### src/rtl/i2cmon_pkg.sv
package i2cmon_pkg;
  localparam int BYTE_W = 8;

  typedef enum logic [3:0] {
    EV_START   = 4'd0,
    EV_RSTART  = 4'd1,
    EV_STOP    = 4'd2,
    EV_ACK     = 4'd3,
    EV_NACK    = 4'd4,
    EV_ADDR_RD = 4'd6,
    EV_ADDR_WR = 4'd7,
    EV_DATA_RD = 4'd8,
    EV_DATA_WR = 4'd9
  } evt_e;

  typedef enum logic [1:0] {
    ST_IDLE,
    ST_ADDR,
    ST_ACK,
    ST_DATA
  } mon_st_e;
endpackage

### src/rtl/i2cmon_line_filter.sv
module i2cmon_line_filter #(
  parameter int SYNC_STAGES = 2,
  parameter int VOTE_TAPS   = 3
) (
  input  logic clk_i,
  input  logic rst_ni,
  input  logic line_i,
  output logic lvl_o
);
  localparam int VOTE_MIN = VOTE_TAPS / 2 + 1;

  logic [SYNC_STAGES-1:0] sync_q;
  logic [VOTE_TAPS-1:0]   win_q;
  logic                   maj;

  always_comb maj = ($countones(win_q) >= VOTE_MIN);

  always_ff @(posedge clk_i or negedge rst_ni) begin
    if (!rst_ni) begin
      sync_q <= '1;
      win_q  <= '1;
      lvl_o  <= 1'b1;
    end else begin
      sync_q <= {sync_q[SYNC_STAGES-2:0], line_i};
      win_q  <= {win_q[VOTE_TAPS-2:0], sync_q[SYNC_STAGES-1]};
      lvl_o  <= maj;
    end
  end
endmodule

### src/rtl/i2cmon_decoder.sv
module i2cmon_decoder
  import i2cmon_pkg::*;
(
  input  logic              clk_i,
  input  logic              rst_ni,
  input  logic              scl_i,
  input  logic              sda_i,
  input  logic              addr_raw_i,
  output logic              evt_valid_o,
  output logic [3:0]        evt_type_o,
  output logic [BYTE_W-1:0] evt_data_o,
  output logic              acc_start_o,
  output logic              acc_stop_o,
  output logic              pair_chg_o
);
  localparam int CNT_BW = $clog2(BYTE_W);
  localparam logic [CNT_BW-1:0] LAST_BIT = CNT_BW'(BYTE_W - 1);

  mon_st_e           st_q;
  logic              scl_q, sda_q;
  logic [BYTE_W-1:0] sh_q;
  logic [CNT_BW-1:0] bit_q;
  logic              rd_q, rep_q;

  logic              rise, start_c, stop_c;
  logic [BYTE_W-1:0] nxt_byte;

  always_comb begin
    rise        = ~scl_q & scl_i;
    start_c     = scl_i & sda_q & ~sda_i;
    stop_c      = scl_i & ~sda_q & sda_i;
    nxt_byte    = {sh_q[BYTE_W-2:0], sda_i};
    pair_chg_o  = (scl_q != scl_i) || (sda_q != sda_i);
    acc_start_o = ((st_q == ST_IDLE) && start_c) ||
                  ((st_q == ST_DATA) && !rise && start_c);
    acc_stop_o  = (st_q == ST_DATA) && !rise && !start_c && stop_c;
  end

  always_ff @(posedge clk_i or negedge rst_ni) begin
    if (!rst_ni) begin
      st_q        <= ST_IDLE;
      scl_q       <= 1'b1;
      sda_q       <= 1'b1;
      sh_q        <= '0;
      bit_q       <= '0;
      rd_q        <= 1'b0;
      rep_q       <= 1'b0;
      evt_valid_o <= 1'b0;
      evt_type_o  <= '0;
      evt_data_o  <= '0;
    end else begin
      scl_q       <= scl_i;
      sda_q       <= sda_i;
      evt_valid_o <= 1'b0;
      if (acc_start_o) begin
        evt_valid_o <= 1'b1;
        evt_type_o  <= rep_q ? EV_RSTART : EV_START;
        evt_data_o  <= '0;
        st_q        <= ST_ADDR;
        bit_q       <= '0;
        rd_q        <= 1'b0;
        rep_q       <= 1'b1;
      end else if (acc_stop_o) begin
        evt_valid_o <= 1'b1;
        evt_type_o  <= EV_STOP;
        evt_data_o  <= '0;
        st_q        <= ST_IDLE;
        rd_q        <= 1'b0;
        rep_q       <= 1'b0;
      end else if (rise) begin
        unique case (st_q)
          ST_ADDR, ST_DATA: begin
            sh_q <= nxt_byte;
            if (bit_q == LAST_BIT) begin
              bit_q       <= '0;
              evt_valid_o <= 1'b1;
              st_q        <= ST_ACK;
              if (st_q == ST_ADDR) begin
                rd_q       <= sda_i;
                evt_type_o <= sda_i ? EV_ADDR_RD : EV_ADDR_WR;
                evt_data_o <= addr_raw_i ? nxt_byte : {1'b0, nxt_byte[BYTE_W-1:1]};
              end else begin
                evt_type_o <= rd_q ? EV_DATA_RD : EV_DATA_WR;
                evt_data_o <= nxt_byte;
              end
            end else begin
              bit_q <= bit_q + 1'b1;
            end
          end
          ST_ACK: begin
            evt_valid_o <= 1'b1;
            evt_type_o  <= sda_i ? EV_NACK : EV_ACK;
            evt_data_o  <= '0;
            st_q        <= ST_DATA;
          end
          default: ;
        endcase
      end
    end
  end
endmodule

### src/rtl/i2cmon_xfer_stats.sv
module i2cmon_xfer_stats #(
  parameter int CNT_W = 24
) (
  input  logic             clk_i,
  input  logic             rst_ni,
  input  logic             start_i,
  input  logic             stop_i,
  input  logic             chg_i,
  output logic [CNT_W-1:0] samples_o,
  output logic [CNT_W-1:0] edges_o
);
  localparam logic [CNT_W-1:0] CNT_MAX = '1;

  logic             act_q;
  logic [CNT_W-1:0] smp_q, edg_q, smp_nxt, edg_nxt;

  always_comb begin
    smp_nxt = (smp_q == CNT_MAX) ? smp_q : smp_q + 1'b1;
    edg_nxt = (chg_i && edg_q != CNT_MAX) ? edg_q + 1'b1 : edg_q;
  end

  always_ff @(posedge clk_i or negedge rst_ni) begin
    if (!rst_ni) begin
      act_q     <= 1'b0;
      smp_q     <= '0;
      edg_q     <= '0;
      samples_o <= '0;
      edges_o   <= '0;
    end else if (start_i) begin
      act_q <= 1'b1;
      smp_q <= CNT_W'(1);
      edg_q <= '0;
    end else if (act_q) begin
      smp_q <= smp_nxt;
      edg_q <= edg_nxt;
      if (stop_i) begin
        act_q     <= 1'b0;
        samples_o <= smp_nxt;
        edges_o   <= edg_nxt;
      end
    end
  end
endmodule

### src/rtl/i2c_bus_monitor.sv
module i2c_bus_monitor
  import i2cmon_pkg::*;
#(
  parameter int CNT_W       = 24,
  parameter int SYNC_STAGES = 2,
  parameter int VOTE_TAPS   = 3
) (
  input  logic              clk_i,
  input  logic              rst_ni,
  input  logic              scl_i,
  input  logic              sda_i,
  input  logic              addr_raw_i,
  output logic              evt_valid_o,
  output logic [3:0]        evt_type_o,
  output logic [BYTE_W-1:0] evt_data_o,
  output logic [CNT_W-1:0]  xfer_samples_o,
  output logic [CNT_W-1:0]  xfer_edges_o
);
  localparam int N_LINES = 2;

  logic [N_LINES-1:0] raw_w, filt_w;
  logic               acc_start, acc_stop, pair_chg;

  assign raw_w = {scl_i, sda_i};

  for (genvar g = 0; g < N_LINES; g++) begin : g_line
    i2cmon_line_filter #(
      .SYNC_STAGES(SYNC_STAGES),
      .VOTE_TAPS  (VOTE_TAPS)
    ) u_filt (
      .clk_i (clk_i),
      .rst_ni(rst_ni),
      .line_i(raw_w[g]),
      .lvl_o (filt_w[g])
    );
  end

  i2cmon_decoder u_dec (
    .clk_i      (clk_i),
    .rst_ni     (rst_ni),
    .scl_i      (filt_w[1]),
    .sda_i      (filt_w[0]),
    .addr_raw_i (addr_raw_i),
    .evt_valid_o(evt_valid_o),
    .evt_type_o (evt_type_o),
    .evt_data_o (evt_data_o),
    .acc_start_o(acc_start),
    .acc_stop_o (acc_stop),
    .pair_chg_o (pair_chg)
  );

  i2cmon_xfer_stats #(.CNT_W(CNT_W)) u_stats (
    .clk_i    (clk_i),
    .rst_ni   (rst_ni),
    .start_i  (acc_start),
    .stop_i   (acc_stop),
    .chg_i    (pair_chg),
    .samples_o(xfer_samples_o),
    .edges_o  (xfer_edges_o)
  );
endmodule

### config.mk
export PLATFORM = sky130hd
export DESIGN_NAME = i2c_bus_monitor
export DESIGN_NICKNAME = d
export VERILOG_FILES = /design/src/rtl/i2cmon_pkg.sv /design/src/rtl/i2cmon_line_filter.sv /design/src/rtl/i2cmon_decoder.sv /design/src/rtl/i2cmon_xfer_stats.sv /design/src/rtl/i2c_bus_monitor.sv
export SDC_FILE = /design/constraint.sdc
export NUM_CORES = 1
export LEC_CHECK = 0
export BUFFER_PORTS_ARGS = -buffer_cell sky130_fd_sc_hd__buf_2
export CELL_PAD_IN_SITES_DETAIL_PLACEMENT = 1
export CELL_PAD_IN_SITES_GLOBAL_PLACEMENT = 1
export CORE_MARGIN = 4
export CORE_UTILIZATION = 35
export CTS_CLUSTER_SIZE = 16
export DETAILED_ROUTE_END_ITERATION = 7
export PLACE_DENSITY_LB_ADDON = 0.3
export SLEW_MARGIN = 20
export SYNTH_ARGS = -nofsm -noshare
export SYNTH_HDL_FRONTEND = slang
export SYNTH_HIERARCHICAL = 1
export SYNTH_SLANG_ARGS = --single-unit
### constraint.sdc
create_clock -name clk_i -period 3.35 [get_ports clk_i]
set_input_delay 0.67 -clock clk_i [delete_from_list [all_inputs] [get_ports clk_i]]
set_output_delay 0.67 -clock clk_i [all_outputs]
set_load 0.1 [all_outputs]
==> results.cfg, run 1 <==
[floorplan]
coreArea_sq_mm = 0.0202
die-area_sq_mm = 0.0228
row_count = 52
start_util_pct = 35.6
ios = 66
chipWidth_microns = 151
die_y_microns = 151

[synthesis]
ys.flop_type = dfrtp_1
synthTopCellsByArea = dfrtp_1 (43%), xor2_1 (7.6%), o21ai_0 (5.2%)
synth-seq-cells = 138
synthXorXnorAreaFrac_pct = 9.77
synth.yosys.seq_area_share_pct = 48.4
synth_top_family_by_area = simple AND/OR/NAND/NOR gates
ys_async_sr_fraction_pct = 100
synth_most_common_cell = dfrtp_1
synth_common_cells = dfrtp_1 (124), nand2_1 (82), o21ai_0 (74)
netlist_area_sq_mm = 0.00717
synth_warnings = 6
synth-edff-count = 0
yosysTopAreaCell = dfrtp_1
synth_mux_area_share_pct = 4.38
yosys.area_share.simple_pct = 19.5
synthAdderAreaFrac_pct = 2.09
synth_nets = 755
synth_cell_types = 53
synthCells = 738
avgSynthCellArea_sq_um = 9.72
netlist.area_leader.share_pct = 43.3
synth_compound_area_share_pct = 11.7

[final_layout]
drive_above_1_share_pct = 18.1
fillers = 2309
synthToLayoutAreaGrowth_pct = 15.6
fin_nets = 798
antenna_cells = 0
final_area_sq_mm = 0.00829

[flow_run]
drv_cap = 0

[global_route]
grt_max_degree = 78
use_met3_pct = 3.59
grt_usage_pct = 16.4
grt_overflow_total = 0
grt_use_met2_pct = 26.5
grt_pass1_vias = 5796
antenna_found_initial = 0
grt_pass1_wl_microns = 29900
grt_busiest_layer = met2
grtUsageMet1_pct = 22.3

[power_and_ir_drop]
peakVddDrop_uv = 478
p_leak_nw = 3.72
p_total_mw = 5.96
powerDensity_mw_per_mm2 = 719

[clocking]
cts.path.max_buffers = 2
postCtsSetupBuffers = 0
cts_hold_buf = 0
cts_tree = built
clock_latency_ns = 0.42
clk_pin_slew_ns = 0.06
cts_buffers = 17
cts.sinks = 138
root_buffer = clkbuf_16
ctsResizeCount = 0
htreeDepth = 4

[worst_setup_path]
start_kind = flop
critical_path_arrival_ns = 3.05
crit_fanout = 34
endpoint_kind = flop
worstSetupPathType = flop to flop
cp.required_ns = 3.66

[drt]
wl_per_cell_microns = 17.0
dr.pass1.iters = 5
drt-total-wl_microns = 18100
vias = 5630
via_per_inst = 5.29
drtIter0Drc = 245
drcViolationCount = 0
ant_nets = 0

[timing]
slew_headroom_pct = 36.2
finalClockSkew_ns = 0.0112
final.setup.tns_ns = 0
fmax_mhz = 365
rsz0062_at_grt = false
period_share_pct = 81.8
hold_viol = 0
tightest_slew_ns = 0.948
setup_viol = 0
drv_slew = 0
min_period_ns = 2.74

[run_status]
status = completed

[place]
io_buffers = 65
place_congestion = 0.811
placed_cell_area_sq_mm = 0.00768
dp_hpwl_microns = 12400

[min_path]
min_path_type = input pin to asynchronous set/reset pin
[logic make-up (layout without fill, tap and decap cells)]
logic type                 Yosys count  after routing
DFF                                138            138
xor gates and xnor gates            80             80
adders and majority gates           12             12
and+or+nand+nor                    275            275
buffers and inverters               63            119
AOI/OAI and AO/OA                  142            142
muxes                               28             28
[sequential cells by signal, summed over array words and instances (netlist names)]
signal and cells:
u_stats/edg_q 24, u_stats/edges_o 24, u_stats/samples_o 24, u_stats/smp_q 24, u_dec/evt_data_o 8, u_dec/sh_q 7, g_line.u_filt/win_q 6, g_line.u_filt/sync_q 4
u_dec/evt_type_o 4, u_dec/bit_q 3, g_line.u_filt/lvl_o 2, u_dec/st_q 2, u_dec/evt_valid_o 1, u_dec/rd_q 1, u_dec/rep_q 1, u_dec/scl_q 1
u_dec/sda_q 1, u_stats/act_q 1
[final cells by class]
class / instances / area (sq um) / share of cell area, %
Timing Repair Buffer: 76 / 427 / 5.14
Sequential cell: 138 / 3470 / 41.9
Multi-Input combinational cell: 537 / 3400 / 41.0
Clock buffer: 21 / 470 / 5.67
Tap cell: 270 / 338 / 4.07
Clock inverter: 11 / 144 / 1.74
Inverter: 11 / 41.3 / 0.498
[worst paths after layout]
path | slack [ns] | cells after the start | from | endpoint
setup / recovery | 0.61 | 6 | g_line[1].u_filt/lvl_o$_DFF_PN1_ | u_stats/samples_o[19]$_DFFE_PN0P_
hold / removal | 0.30 | 1 | rst_ni | u_stats/edges_o[5]$_DFFE_PN0P_
setup reg to reg | 0.61 | 6 | g_line[1].u_filt/lvl_o$_DFF_PN1_ | u_stats/samples_o[19]$_DFFE_PN0P_
hold reg to reg | 0.36 | 0 | g_line[1].u_filt/sync_q[1]$_DFF_PN1_ | g_line[1].u_filt/win_q[0]$_DFF_PN1_
max in group asynchronous | 2.21 | 2 | rst_ni | u_stats/smp_q[8]$_DFFE_PN0P_
min in group clk_i | 0.36 | 0 | g_line[1].u_filt/sync_q[1]$_DFF_PN1_ | g_line[1].u_filt/win_q[0]$_DFF_PN1_
[critical path, stage by stage (launching register included)]
cell,delay [ns]
dfstp_2,0.58
ha_1,0.29
nor2b_1,0.10
o2111a_2,0.26
or3_2,0.77
buf_4,0.34
o31ai_1,0.29
[stage by stage]
step | setup WS [ns] | hold slack [ns] | util [%] | std cells
6_report | 0.608 | 0.304 | 41.1 | 1064
5_1_grt | 0.393 | 0.336 | 41.1 | 1064
2_1_floorplan | 0.859 | 0.345 | - | 738
3_5_place_dp | 0.659 | 0.348 | 38.1 | 1032
4_1_cts | 0.611 | 0.330 | 41.1 | 1064
3_3_place_gp | 0.766 | 0.349 | 38.1 | 1032
[cells in the final DEF (no fill, tap or decap), types with 5 or more instances in the layout]
cell type  count
dfstp_2       14
nor2_1        64
o211ai_1      20
buf_2         64
xor2_1        62
o2111ai_1      6
nand4_1       26
or3_1         11
o21ai_0       74
mux2i_1       19
mux2_4         6
nor4_1        14
nand3_1       23
ha_1          12
clkbuf_16     17
buf_4         10
inv_1         11
and4_1         6
a21oi_1       22
or4_1          8
a21o_1         5
xnor2_1       18
nor3_1        14
dfrtp_1      124
nand2_1       82
and3_1         6
[report_power, final]
group / switching [mW] / internal [mW]
clock network: 0.714 / 1.23
logic: 1.35 / 0.474
registers: 0.269 / 1.92
[per-layer routing]
layer / routed length, microns / part of all wire [%] / vias up
li1: - / - / 2671
met1: 8600 / 48 / 2841
met2: 8700 / 48 / 103
met3: 577 / 3.2 / 15
met4: 225 / 1.2 / 0
met5: 0 / 0 / -
Power figures use the tool's default switching activity.
==> run 2: changes to the inputs <==
- ABC_AREA: default -> 1
- clock period: 3.35 -> 2.5 ns (I/O delays scaled with it)
==> run 2 against run 1 <==
  * Core utilization up 0.96 points
  * Flip-flop and latch count is the same
  * Combinational power is 49% higher
  * Largest cell class unchanged
==> results.cfg, run 2 <==
[min_path]
min_path_type = input pin to asynchronous set/reset pin

[power_and_ir_drop]
p_leak_nw = 4.41
comb_power_share_pct = 33.4
p_total_mw = 8.16
powerDensity_mw_per_mm2 = 955
power_frac_clock_pct = 31.4
sequentialPowerShare_pct = 35.2
p_switching_mw = 3.42
switching_share_pct = 42.0
peakVddDrop_uv = 479
intPower_mw = 4.74

[floorplan]
die_y_microns = 152
chipWidth_microns = 152
coreArea_sq_mm = 0.0203
start_util_pct = 35.7
die-area_sq_mm = 0.0231
ios = 66
row_count = 52

[synthesis]
avgSynthCellArea_sq_um = 7.46
netlist_area_sq_mm = 0.00725
synth_most_common_cell = nand2_1
synth-edff-count = 0
yosysTopAreaCell = dfrtp_1
synth-seq-cells = 138
synth_common_cells = nand2_1 (426), dfrtp_1 (124), nand3_1 (94)
synthCells = 972
ys.flop_type = dfrtp_1
synth_nets = 989
synthTopCellsByArea = dfrtp_1 (43%), nand2_1 (22%), nand3_1 (6.5%)
synth_warnings = 6
synth_cell_types = 33
synth.yosys.seq_area_share_pct = 47.9
ys_async_sr_fraction_pct = 100
netlist.area_leader.share_pct = 42.8

[timing]
fmax_mhz = 439
setup_viol = 0
hold_viol = 0
tightest_slew_ns = 0.578
finalClockSkew_ns = 0.00856
final.setup.tns_ns = 0
period_share_pct = 91.2
min_period_ns = 2.28
rsz0062_at_grt = false
slew_headroom_pct = 61.5
drv_slew = 0

[drt]
drt-total-wl_microns = 19800
drtIter0Drc = 274
dr.pass1.iters = 4
routed-wl-met2_microns = 9550
drt-met1-wl_microns = 9520
drcViolationCount = 0
top_layer_used = met4
ant_nets = 0
via_per_inst = 4.86
wl_met3_microns = 435
wl_per_cell_microns = 14.9
vias = 6440

[final_layout]
synthToLayoutAreaGrowth_pct = 17.8
drive_above_1_share_pct = 16.4
final_cell_mix = nand2_1 (425), dfrtp_1 (124), nand3_1 (94), inv_1 (82), buf_2 (64)
final_common_cell = nand2_1
fillers = 2587
antenna_cells = 0
fin_nets = 1060

[place]
dp_hpwl_microns = 14000
io_buffers = 65
place_congestion = 0.842

[global_route]
grt_pass1_vias = 6783
antenna_found_initial = 0
grt_max_degree = 49
grt_overflow_total = 0
grt_usage_pct = 17.9
grt_pass1_wl_microns = 34500

[clocking]
cts_tree = built
clk_pin_slew_ns = 0.06
cts_hold_buf = 0
cts_buffers = 17
root_buffer = clkbuf_16
clock_latency_ns = 0.42
postCtsSetupBuffers = 0
ctsResizeCount = 0
cts.path.max_buffers = 2
cts.sinks = 138
htreeDepth = 4

[worst_setup_path]
endpoint_kind = flop
start_kind = flop
ff2ff_path_depth = 12
critical_path_arrival_ns = 2.64
crit_fanout = 8
cp.required_ns = 2.86
worstSetupPathType = flop to flop

[flow_run]
drv_cap = 0

[run_status]
status = completed
[run 2: layer usage]
layer  up-vias  track usage [%]
met5         -                0
met4         0             5.39
met3        22             3.07
met2        74             29.9
met1      3144             23.7
li1       3200                -
[run 2: through the flow]
stage,hold slack [ns],setup WS (ns),instance area (sq um),util (%),cells
2_1_floorplan,0.204,0.396,7250,-,972
3_3_place_gp,0.346,0.192,7940,39.1,1294
3_5_place_dp,0.347,0.167,7940,39.1,1294
4_1_cts,0.0162,0.152,8540,42.0,1326
5_1_grt,0.0364,0.0520,8540,42.1,1326
6_report,0.0126,0.220,8540,42.1,1326
[run 2: cell type report]
type | instances | area [sq um] | share of cell area [%]
Sequential cell | 138 | 3470 | 40.6
Timing Repair Buffer | 82 | 497 | 5.82
Tap cell | 270 | 338 | 3.96
Clock inverter | 12 | 149 | 1.74
Multi-Input combinational cell | 717 | 3310 | 38.8
Inverter | 87 | 327 | 3.82
Clock buffer | 20 | 447 | 5.23
[run 2: logic make-up (layout without fill, tap and decap cells)]
| group | Yosys count | after routing | synth area share, % |
|---|---|---|---|
| AO/OA/AOI/OAI | 59 | 59 | 4.43 |
| XOR/XNOR | 5 | 5 | 0.604 |
| adder cells (fa/ha/maj) | 12 | 12 | 2.07 |
| buffers and inverters | 117 | 201 | 6.68 |
| flip-flops | 138 | 138 | 47.9 |
| AND/OR/NAND/NOR | 641 | 641 | 38.4 |
[run 2: power by group through the flow]
stage	clock (mW)	combinational, mW	sequential [mW]
after floorplan	0	1.17	3.75
after global placement	0	2.70	2.90
after detailed placement	0	2.74	2.91
after CTS	2.63	2.76	2.88
after global routing	2.74	3.00	2.93
final	2.56	2.72	2.87
[run 2: worst max-delay path: stages (launching register included)]
cell and delay, ns:
dfstp_2 0.64, inv_2 0.09, nor2_2 0.12, nor2_1 0.05
nand2_1 0.14, inv_1 0.14, nor2_2 0.26, nand4_1 0.22
nor2_1 0.25, nand2_1 0.08, nand2_1 0.08, nand3_1 0.06
nand2_1 0.08
[run 2: path summary, 6_finish.rpt]
kind / from / end / slack [ns]
setup / recovery: g_line[0].u_filt/lvl_o$_DFF_PN1_ / u_stats/edg_q[22]$_DFFE_PN0P_ / 0.22
hold / removal: rst_ni / u_dec/evt_data_o[4]$_DFFE_PN0P_ / 0.01
setup reg to reg: g_line[0].u_filt/lvl_o$_DFF_PN1_ / u_stats/edg_q[22]$_DFFE_PN0P_ / 0.22
hold reg to reg: g_line[0].u_filt/sync_q[1]$_DFF_PN1_ / g_line[0].u_filt/win_q[0]$_DFF_PN1_ / 0.35
max in group asynchronous: rst_ni / u_stats/edg_q[13]$_DFFE_PN0P_ / 1.87
min in group clk_i: sda_i / g_line[0].u_filt/sync_q[0]$_DFF_PN1_ / 0.18
